`config.mk`:
```
export PLATFORM = sky130hd
export DESIGN_NAME = gpio_port_ctrl
export DESIGN_NICKNAME = d
export VERILOG_FILES = /design/src/rtl/gpio_pkg.sv /design/src/rtl/gpio_sync.sv /design/src/rtl/gpio_regs.sv /design/src/rtl/gpio_pin_mux.sv /design/src/rtl/gpio_port_ctrl.sv
export SDC_FILE = /design/constraint.sdc
export NUM_CORES = 1
export LEC_CHECK = 0
export ABC_AREA = 1
export BUFFER_PORTS_ARGS = -buffer_cell sky130_fd_sc_hd__buf_2
export CORE_UTILIZATION = 45
export CTS_BUF_LIST = sky130_fd_sc_hd__clkbuf_16
export DETAILED_ROUTE_END_ITERATION = 10
export GPL_TIMING_DRIVEN = 1
export HOLD_SLACK_MARGIN = 0.05
export PLACE_DENSITY = 0.84
export SLEW_MARGIN = 15
export SYNTH_ARGS = -nofsm -noshare
export SYNTH_HDL_FRONTEND = slang
export SYNTH_HIERARCHICAL = 1
export SYNTH_SLANG_ARGS = --single-unit
```
`constraint.sdc`:
```
create_clock -name clk -period 2.1 [get_ports clk]
set_clock_uncertainty 0.15 [all_clocks]
set_input_delay 0 -clock clk [delete_from_list [all_inputs] [get_ports clk]]
set_output_delay 0 -clock clk [all_outputs]
set_load 0.02 [all_outputs]
```
`src/rtl/gpio_pkg.sv`:
```
package gpio_pkg;
    typedef enum logic [1:0] {
        RSEL_NONE = 2'd0,
        RSEL_DIR  = 2'd1,
        RSEL_LAT  = 2'd2,
        RSEL_PORT = 2'd3
    } rd_sel_e;

    localparam int unsigned DIR_RESET_ONES = 1;
endpackage

```
`src/rtl/gpio_sync.sv`:
```
module gpio_sync #(
    parameter int unsigned W      = 8,
    parameter int unsigned STAGES = 2
) (
    input  logic         clk,
    input  logic         rst_n,
    input  logic [W-1:0] din,
    output logic [W-1:0] dout
);
    logic [W-1:0] stg_q [STAGES];

    always_ff @(posedge clk or negedge rst_n) begin
        if (!rst_n) begin
            for (int s = 0; s < STAGES; s++) stg_q[s] <= '0;
        end else begin
            stg_q[0] <= din;
            for (int s = 1; s < STAGES; s++) stg_q[s] <= stg_q[s-1];
        end
    end

    assign dout = stg_q[STAGES-1];
endmodule

```
`src/rtl/gpio_regs.sv`:
```
module gpio_regs #(
    parameter int unsigned W = 8
) (
    input  logic         clk,
    input  logic         rst_n,
    input  logic         wr_dir,
    input  logic         wr_port,
    input  logic         wr_lat,
    input  logic [W-1:0] wdata,
    output logic [W-1:0] dir_q,
    output logic [W-1:0] lat_q
);
    always_ff @(posedge clk or negedge rst_n) begin
        if (!rst_n) begin
            dir_q <= '1;
            lat_q <= '0;
        end else begin
            if (wr_dir)            dir_q <= wdata;
            if (wr_port || wr_lat) lat_q <= wdata;
        end
    end

    // latch holds without a write strobe
    a_r3_latch_hold: assert property (@(posedge clk) disable iff (!rst_n)
        !(wr_port || wr_lat) |=> $stable(lat_q));

    // direction only changes on its own strobe
    a_r6_dir_hold: assert property (@(posedge clk) disable iff (!rst_n)
        !wr_dir |=> $stable(dir_q));
endmodule

```
`src/rtl/gpio_pin_mux.sv`:
```
module gpio_pin_mux #(
    parameter int unsigned W = 8
) (
    input  logic [W-1:0] dir_q,
    input  logic [W-1:0] lat_q,
    input  logic [W-1:0] ovr_out_en,
    input  logic [W-1:0] ovr_out_data,
    input  logic [W-1:0] ovr_in_en,
    output logic [W-1:0] pin_out,
    output logic [W-1:0] pin_oe
);
    for (genvar i = 0; i < W; i++) begin : g_pin
        always_comb begin
            if (ovr_out_en[i]) begin
                pin_oe[i]  = 1'b1;
                pin_out[i] = ovr_out_data[i];
            end else if (ovr_in_en[i]) begin
                pin_oe[i]  = 1'b0;
                pin_out[i] = lat_q[i];
            end else begin
                pin_oe[i]  = ~dir_q[i];
                pin_out[i] = lat_q[i];
            end
        end
    end
endmodule

```
`src/rtl/gpio_port_ctrl.sv`:
```
module gpio_port_ctrl
    import gpio_pkg::*;
#(
    parameter int unsigned W           = 8,
    parameter int unsigned SYNC_STAGES = 2
) (
    input  logic         clk,
    input  logic         rst_n,
    input  logic         wr_dir,
    input  logic         wr_port,
    input  logic         wr_lat,
    input  logic [W-1:0] wdata,
    input  logic         rd_dir,
    input  logic         rd_lat,
    input  logic         rd_port,
    output logic [W-1:0] rdata,
    input  logic [W-1:0] pin_in,
    output logic [W-1:0] pin_out,
    output logic [W-1:0] pin_oe,
    input  logic [W-1:0] ovr_out_en,
    input  logic [W-1:0] ovr_out_data,
    input  logic [W-1:0] ovr_in_en
);
    logic [W-1:0] dir_q;
    logic [W-1:0] lat_q;
    logic [W-1:0] pin_sync;
    rd_sel_e      rsel;

    gpio_regs #(.W(W)) regs_i (
        .clk     (clk),
        .rst_n   (rst_n),
        .wr_dir  (wr_dir),
        .wr_port (wr_port),
        .wr_lat  (wr_lat),
        .wdata   (wdata),
        .dir_q   (dir_q),
        .lat_q   (lat_q)
    );

    gpio_sync #(.W(W), .STAGES(SYNC_STAGES)) sync_i (
        .clk   (clk),
        .rst_n (rst_n),
        .din   (pin_in),
        .dout  (pin_sync)
    );

    gpio_pin_mux #(.W(W)) mux_i (
        .dir_q        (dir_q),
        .lat_q        (lat_q),
        .ovr_out_en   (ovr_out_en),
        .ovr_out_data (ovr_out_data),
        .ovr_in_en    (ovr_in_en),
        .pin_out      (pin_out),
        .pin_oe       (pin_oe)
    );

    always_comb begin
        if (rd_dir)       rsel = RSEL_DIR;
        else if (rd_lat)  rsel = RSEL_LAT;
        else if (rd_port) rsel = RSEL_PORT;
        else              rsel = RSEL_NONE;
    end

    always_comb begin
        unique case (rsel)
            RSEL_DIR:  rdata = dir_q;
            RSEL_LAT:  rdata = lat_q;
            RSEL_PORT: rdata = pin_sync;
            default:   rdata = '0;
        endcase
    end

    // a forced output pin is always enabled
    a_r7_force_out_oe: assert property (@(posedge clk) disable iff (!rst_n)
        (pin_oe & ovr_out_en) == ovr_out_en);

    // forced output pin carries the peripheral bit
    a_r7_force_out_data: assert property (@(posedge clk) disable iff (!rst_n)
        ((pin_out ^ ovr_out_data) & ovr_out_en) == '0);

    // forced input without forced output is never driven
    a_r8_force_in: assert property (@(posedge clk) disable iff (!rst_n)
        (pin_oe & ovr_in_en & ~ovr_out_en) == '0);

    // a latch write shows on non-overridden pins next cycle
    a_r3_write_to_pins: assert property (@(posedge clk) disable iff (!rst_n)
        (wr_port || wr_lat) |=> (((pin_out ^ $past(wdata)) & ~ovr_out_en) == '0));
endmodule

```
# After elaboration in Yosys (flattened, before gate mapping)
# Cells that the tools add are included.
[word_totals]
register_bits = 32
output_inout_bits = 24
[op_classes]
n_eq_ne = 3
n_bitwise = 8
reduce_logical = 1
n_mux = 28
[op_table]
columns = ["op", "count"]
rows = [
  ["1-bit two-way mux", 24],
  ["8-bit one-hot mux with 3 select lines", 1],
  ["1-bit inverter", 8],
  ["2-bit two-way mux", 3],
  ["2-bit equality test (second input constant)", 2],
  ["2-bit by 1-bit equality test with 1-bit output (second input constant)", 1],
  ["1-bit logical OR", 1],
]

# Logic depth before layout (Yosys ltp)
[logic_depth]
ltp_word = 5
ltp_mapped = 4
mapped_depth_nobuf = 4

# By module
# Netlist, hierarchy kept.
[modules_own_cells]
columns = ["mod", "area_each_um2", "seq_area_each_um2", "cells_per_inst", "n_inst"]
rows = [
  ["gpio_regs", 633.1, 410.4, 66, 1],
  ["gpio_sync", 460.4, 400.4, 24, 1],
  ["gpio_port_ctrl", 231.5, 0.0, 37, 1],
  ["gpio_pin_mux", 160.2, 0.0, 40, 1],
]

# Least setup slack after synthesis
# OpenSTA, ideal clock, no wires.
[synth_path]
path_kind = "register to output"
startpoint = "reg regs_i.dir_q[0]"
endpoint = "out pin_oe[0]"
arrival_time_ns = 0.831
path_slack_ns = 1.119
path_buffers = 0
required_time_ns = 1.950
stages_incl_launch_ff = 2
cell_sequence = "dfstp_2 -> o21ai_0"
[synth_via]
elab_chain_cells = 3
[synth_lines]
columns = ["element", "line", "source"]
rows = [
  ["start, declared", "gpio_regs.sv:10", "output logic [W-1:0] dir_q,"],
  ["start signal, assigned", "gpio_regs.sv:18", "if (wr_dir) dir_q <= wdata;"],
  ["1-bit inverter", "gpio_pin_mux.sv:21", "pin_oe[i] = ~dir_q[i];"],
  ["1-bit two-way mux", "gpio_pin_mux.sv:17", "end else if (ovr_in_en[i]) begin"],
  ["1-bit two-way mux", "gpio_pin_mux.sv:14", "if (ovr_out_en[i]) begin"],
  ["end, declared", "gpio_port_ctrl.sv:19", "output logic [W-1:0] pin_oe,"],
]
# No other way between the ends.

# Worst setup path after layout
[layout_path]
startpoint = "in wr_lat"
endpoint = "reg regs_i.lat_q[1]"
[layout_via]
elab_chain_cells = 1
[layout_lines]
columns = ["element", "line", "source"]
rows = [
  ["start, declared", "gpio_port_ctrl.sv:11", "input logic wr_lat,"],
  ["1-bit logical OR", "gpio_regs.sv:19", "if (wr_port || wr_lat) lat_q <= wdata;"],
  ["end signal, assigned", "gpio_regs.sv:19", ""],
  ["end, declared", "gpio_regs.sv:11", "output logic [W-1:0] lat_q"],
]
# No other way between the ends.
# A chain may end at the register's enable or synchronous reset.

==> flow_summary.json <==
{
  "io_buffers": 71,
  "yosys.area_share.simple": 0.267,
  "grt_start_max_net_pins": 33,
  "tritoncts": "built",
  "outcome": "finished clean",
  "slew_viol_final": 0,
  "post-cts-setup-buffers": 0,
  "cts-root-buf": "clkbuf_16",
  "fmax_mhz": 483,
  "clkTransAtPathRegs_ns": 0.05,
  "synth_most_common_cell": "nand2_1",
  "ys_ff_latch": 32,
  "placed_cells": 271,
  "numCtsBuffers": 5,
  "max_stage_delay_ns": 0.57,
  "critPathMaxFanout": 9,
  "rows": 20,
  "drtPass1Iterations": 4,
  "setup_viol": 0,
  "synth_top_family_by_area": "simple AND/OR/NAND/NOR gates",
  "core_area_um2": 3100,
  "final_util": 0.740,
  "final_hold_viol_count": 0,
  "fin_nets": 314,
  "syn_nets": 215,
  "crit_type": "input port to flip-flop",
  "setup_tns_ns": 0,
  "die_h_um": 59.5,
  "stdcell_area_um2": 2290,
  "crit_buf_inv": 4,
  "synth.area.top_cells": "dfrtp_1 40%, nand2_1 16%, dfstp_2 14%",
  "synthTopCellsByCount": "64 x nand2_1, 24 x dfrtp_1, 24 x o21ai_0",
  "avgViaCountPerCell": 4.78,
  "ys.flop_type": "dfrtp_1",
  "crit_path_frequent_cell": "dlygate4sd3_1",
  "ant_nets": 0,
  "synth_compound_area_frac": 0.0809,
  "hold_path_class": "input port to output pin",
  "cap_violations": 0,
  "finalCritPeriodShare": 0.987,
  "rsz0062_at_grt": "no",
  "synth_edf_count": 0,
  "synth.avg_cell_area_um2": 8.89,
  "drc_errors": 0,
  "wl_per_cell_um": 11.9,
  "ios": 72,
  "total_leakage_power_nw": 1.22,
  "n_antenna_cell": 0,
  "crit_arrival_ns": 2.08,
  "clockBufferDepth": 2,
  "fin_crit_ns": 2.07,
  "dieArea_um2": 3530,
  "hpwlAfterDp_um": 2270,
  "synthMuxAreaShare": 0,
  "cp_slowest_cell": "dlygate4sd3_1",
  "yosysTopAreaCellShare": 0.404,
  "drive_gt1_frac": 0.363,
  "yosysTopAreaCell": "dfrtp_1",
  "htree_levels": 2,
  "routed_wl_um": 3700,
  "seq_area_frac_synth": 0.546,
  "ff2ff_setup_slack_ns": 0.60,
  "slew_headroom": 0.551,
  "first_iter_violations": 40,
  "cts_sinks": 32,
  "postSynthCellCount": 167,
  "met1_usage": 0.243,
  "clock_latency_ns": 0.27,
  "grt_use_total": 0.232,
  "grt_use_met3": 0.0721,
  "antenna_found_initial": 0,
  "num_vias": 1487,
  "power_density_nw_per_um2": 785,
  "synthXorXnorAreaFrac": 0,
  "end_kind": "flip-flop",
  "hold_ws_ns": 0.137,
  "critical-path-top-delay-family": "buffers and inverters",
  "placed_cell_area_um2": 1810,
  "top_usage_layer": "met2",
  "grt_first_pass_wirelength_um": 5860,
  "start_util": 0.479,
  "syn_area_um2": 1490,
  "cp-start-kind": "input port",
  "ys_warn_count": 6,
  "die_w_um": 59.5,
  "ir_worst_vdd_mv": 0.743,
  "grt_pass1_vias": 1440,
  "use_met2": 0.408,
  "grt_remaining_overflow": 0,
  "routabilityCongestion": 0.846,
  "synth_fa_ha_area_frac": 0,
  "fin_cells": 311,
  "area_growth_pct": 54.5,
  "required_ns": 2.10,
  "synth.distinct_cells": 15,
  "path_cells": "dlygate4sd3_1 -> buf_2 -> o21ai_1 -> dlygate4sd3_1 -> nand2_1 -> dlygate4sd3_1",
  "tightest_slew_ns": 0.673,
  "synthArstFlopShare": 1.00
}
[worst paths after layout]
path,startpoint,endpoint,depth (start not counted)
hold / removal,ovr_in_en[3],pin_oe[3],3
min in group asynchronous,rst_n,sync_i/stg_q[8]$_DFF_PN0_,2
setup / recovery,wr_lat,regs_i/lat_q[1]$_DFFE_PN0P_,6
hold reg to reg,sync_i/stg_q[9]$_DFF_PN0_,sync_i/dout[1]$_DFF_PN0_,0
max in group asynchronous,rst_n,sync_i/dout[1]$_DFF_PN0_,2
setup reg to reg,regs_i/dir_q[6]$_DFFE_PN1P_,regs_i/dir_q[6]$_DFFE_PN1P_,3
[timing repair]
item	in CTS	in global routing
gates resized for setup	0	3
hold buffers	32	0
endpoints found under the setup margin	0	5
hold endpoints to repair	56	0
[metal layers]
| metal | part of all wire | up-vias |
|---|---|---|
| li1 | - | 722 |
| met1 | 0.40 | 684 |
| met2 | 0.51 | 75 |
| met3 | 0.077 | 6 |
| met4 | 0.015 | 0 |
| met5 | 0 | - |
[kinds of logic (layout without fill, tap and decap cells)]
| logic type | Yosys count | count (layout) |
|---|---|---|
| simple gates | 82 | 82 |
| flops | 32 | 32 |
| buf+inv | 29 | 129 |
| compound gates | 24 | 24 |
[cell usage in the layout (no fill, tap or decap)]
cell / instances
nand2_1: 64
nand4_1: 8
buf_2: 70
o21ai_1: 2
inv_2: 1
dlygate4sd3_1: 32
nor2_8: 1
clkbuf_16: 5
nor2_4: 1
bufinv_16: 1
nand3_1: 1
inv_4: 1
o21ai_0: 22
clkbuf_4: 1
dfrtp_1: 24
inv_1: 17
clkinv_2: 1
dfstp_2: 8
nand3_2: 7
[where the power goes]
| part | total [mW] | switching, mW | internal, mW |
|---|---|---|---|
| registers | 0.698 | 0.0264 | 0.671 |
| clock network | 0.790 | 0.238 | 0.551 |
| logic | 0.315 | 0.174 | 0.141 |
[final cells by class]
| cell class | count | area [um^2] |
|---|---|---|
| clock buffer | 5 | 125 |
| clock inverter | 3 | 38.8 |
| fill | 233 | 808 |
| inverter | 18 | 70.1 |
| multi-input combinational | 106 | 517 |
| sequential | 32 | 811 |
| tap | 44 | 55.1 |
| timing repair buffer | 103 | 678 |
[worst register-to-register path, cell delays in order, from the launching register on]
cell and delay (ns):
dfstp_2 0.54, inv_1 0.04, o21ai_0 0.13, dlygate4sd3_1 0.58
[metrics by stage]
step,power (mW),setup WS [ns]
after floorplan,0.854,1.12
after global placement,0.955,1.13
after detailed placement,0.962,1.12
after CTS,1.81,0.0890
after global routing,1.88,0.0143
final,1.80,0.0277
[registers in the layout, indices dropped and copies added (netlist names)]
signal and count:
regs_i/dir_q 8, sync_i/dout 8, regs_i/lat_q 8, sync_i/stg_q 8
Power figures use the tool's default switching activity.
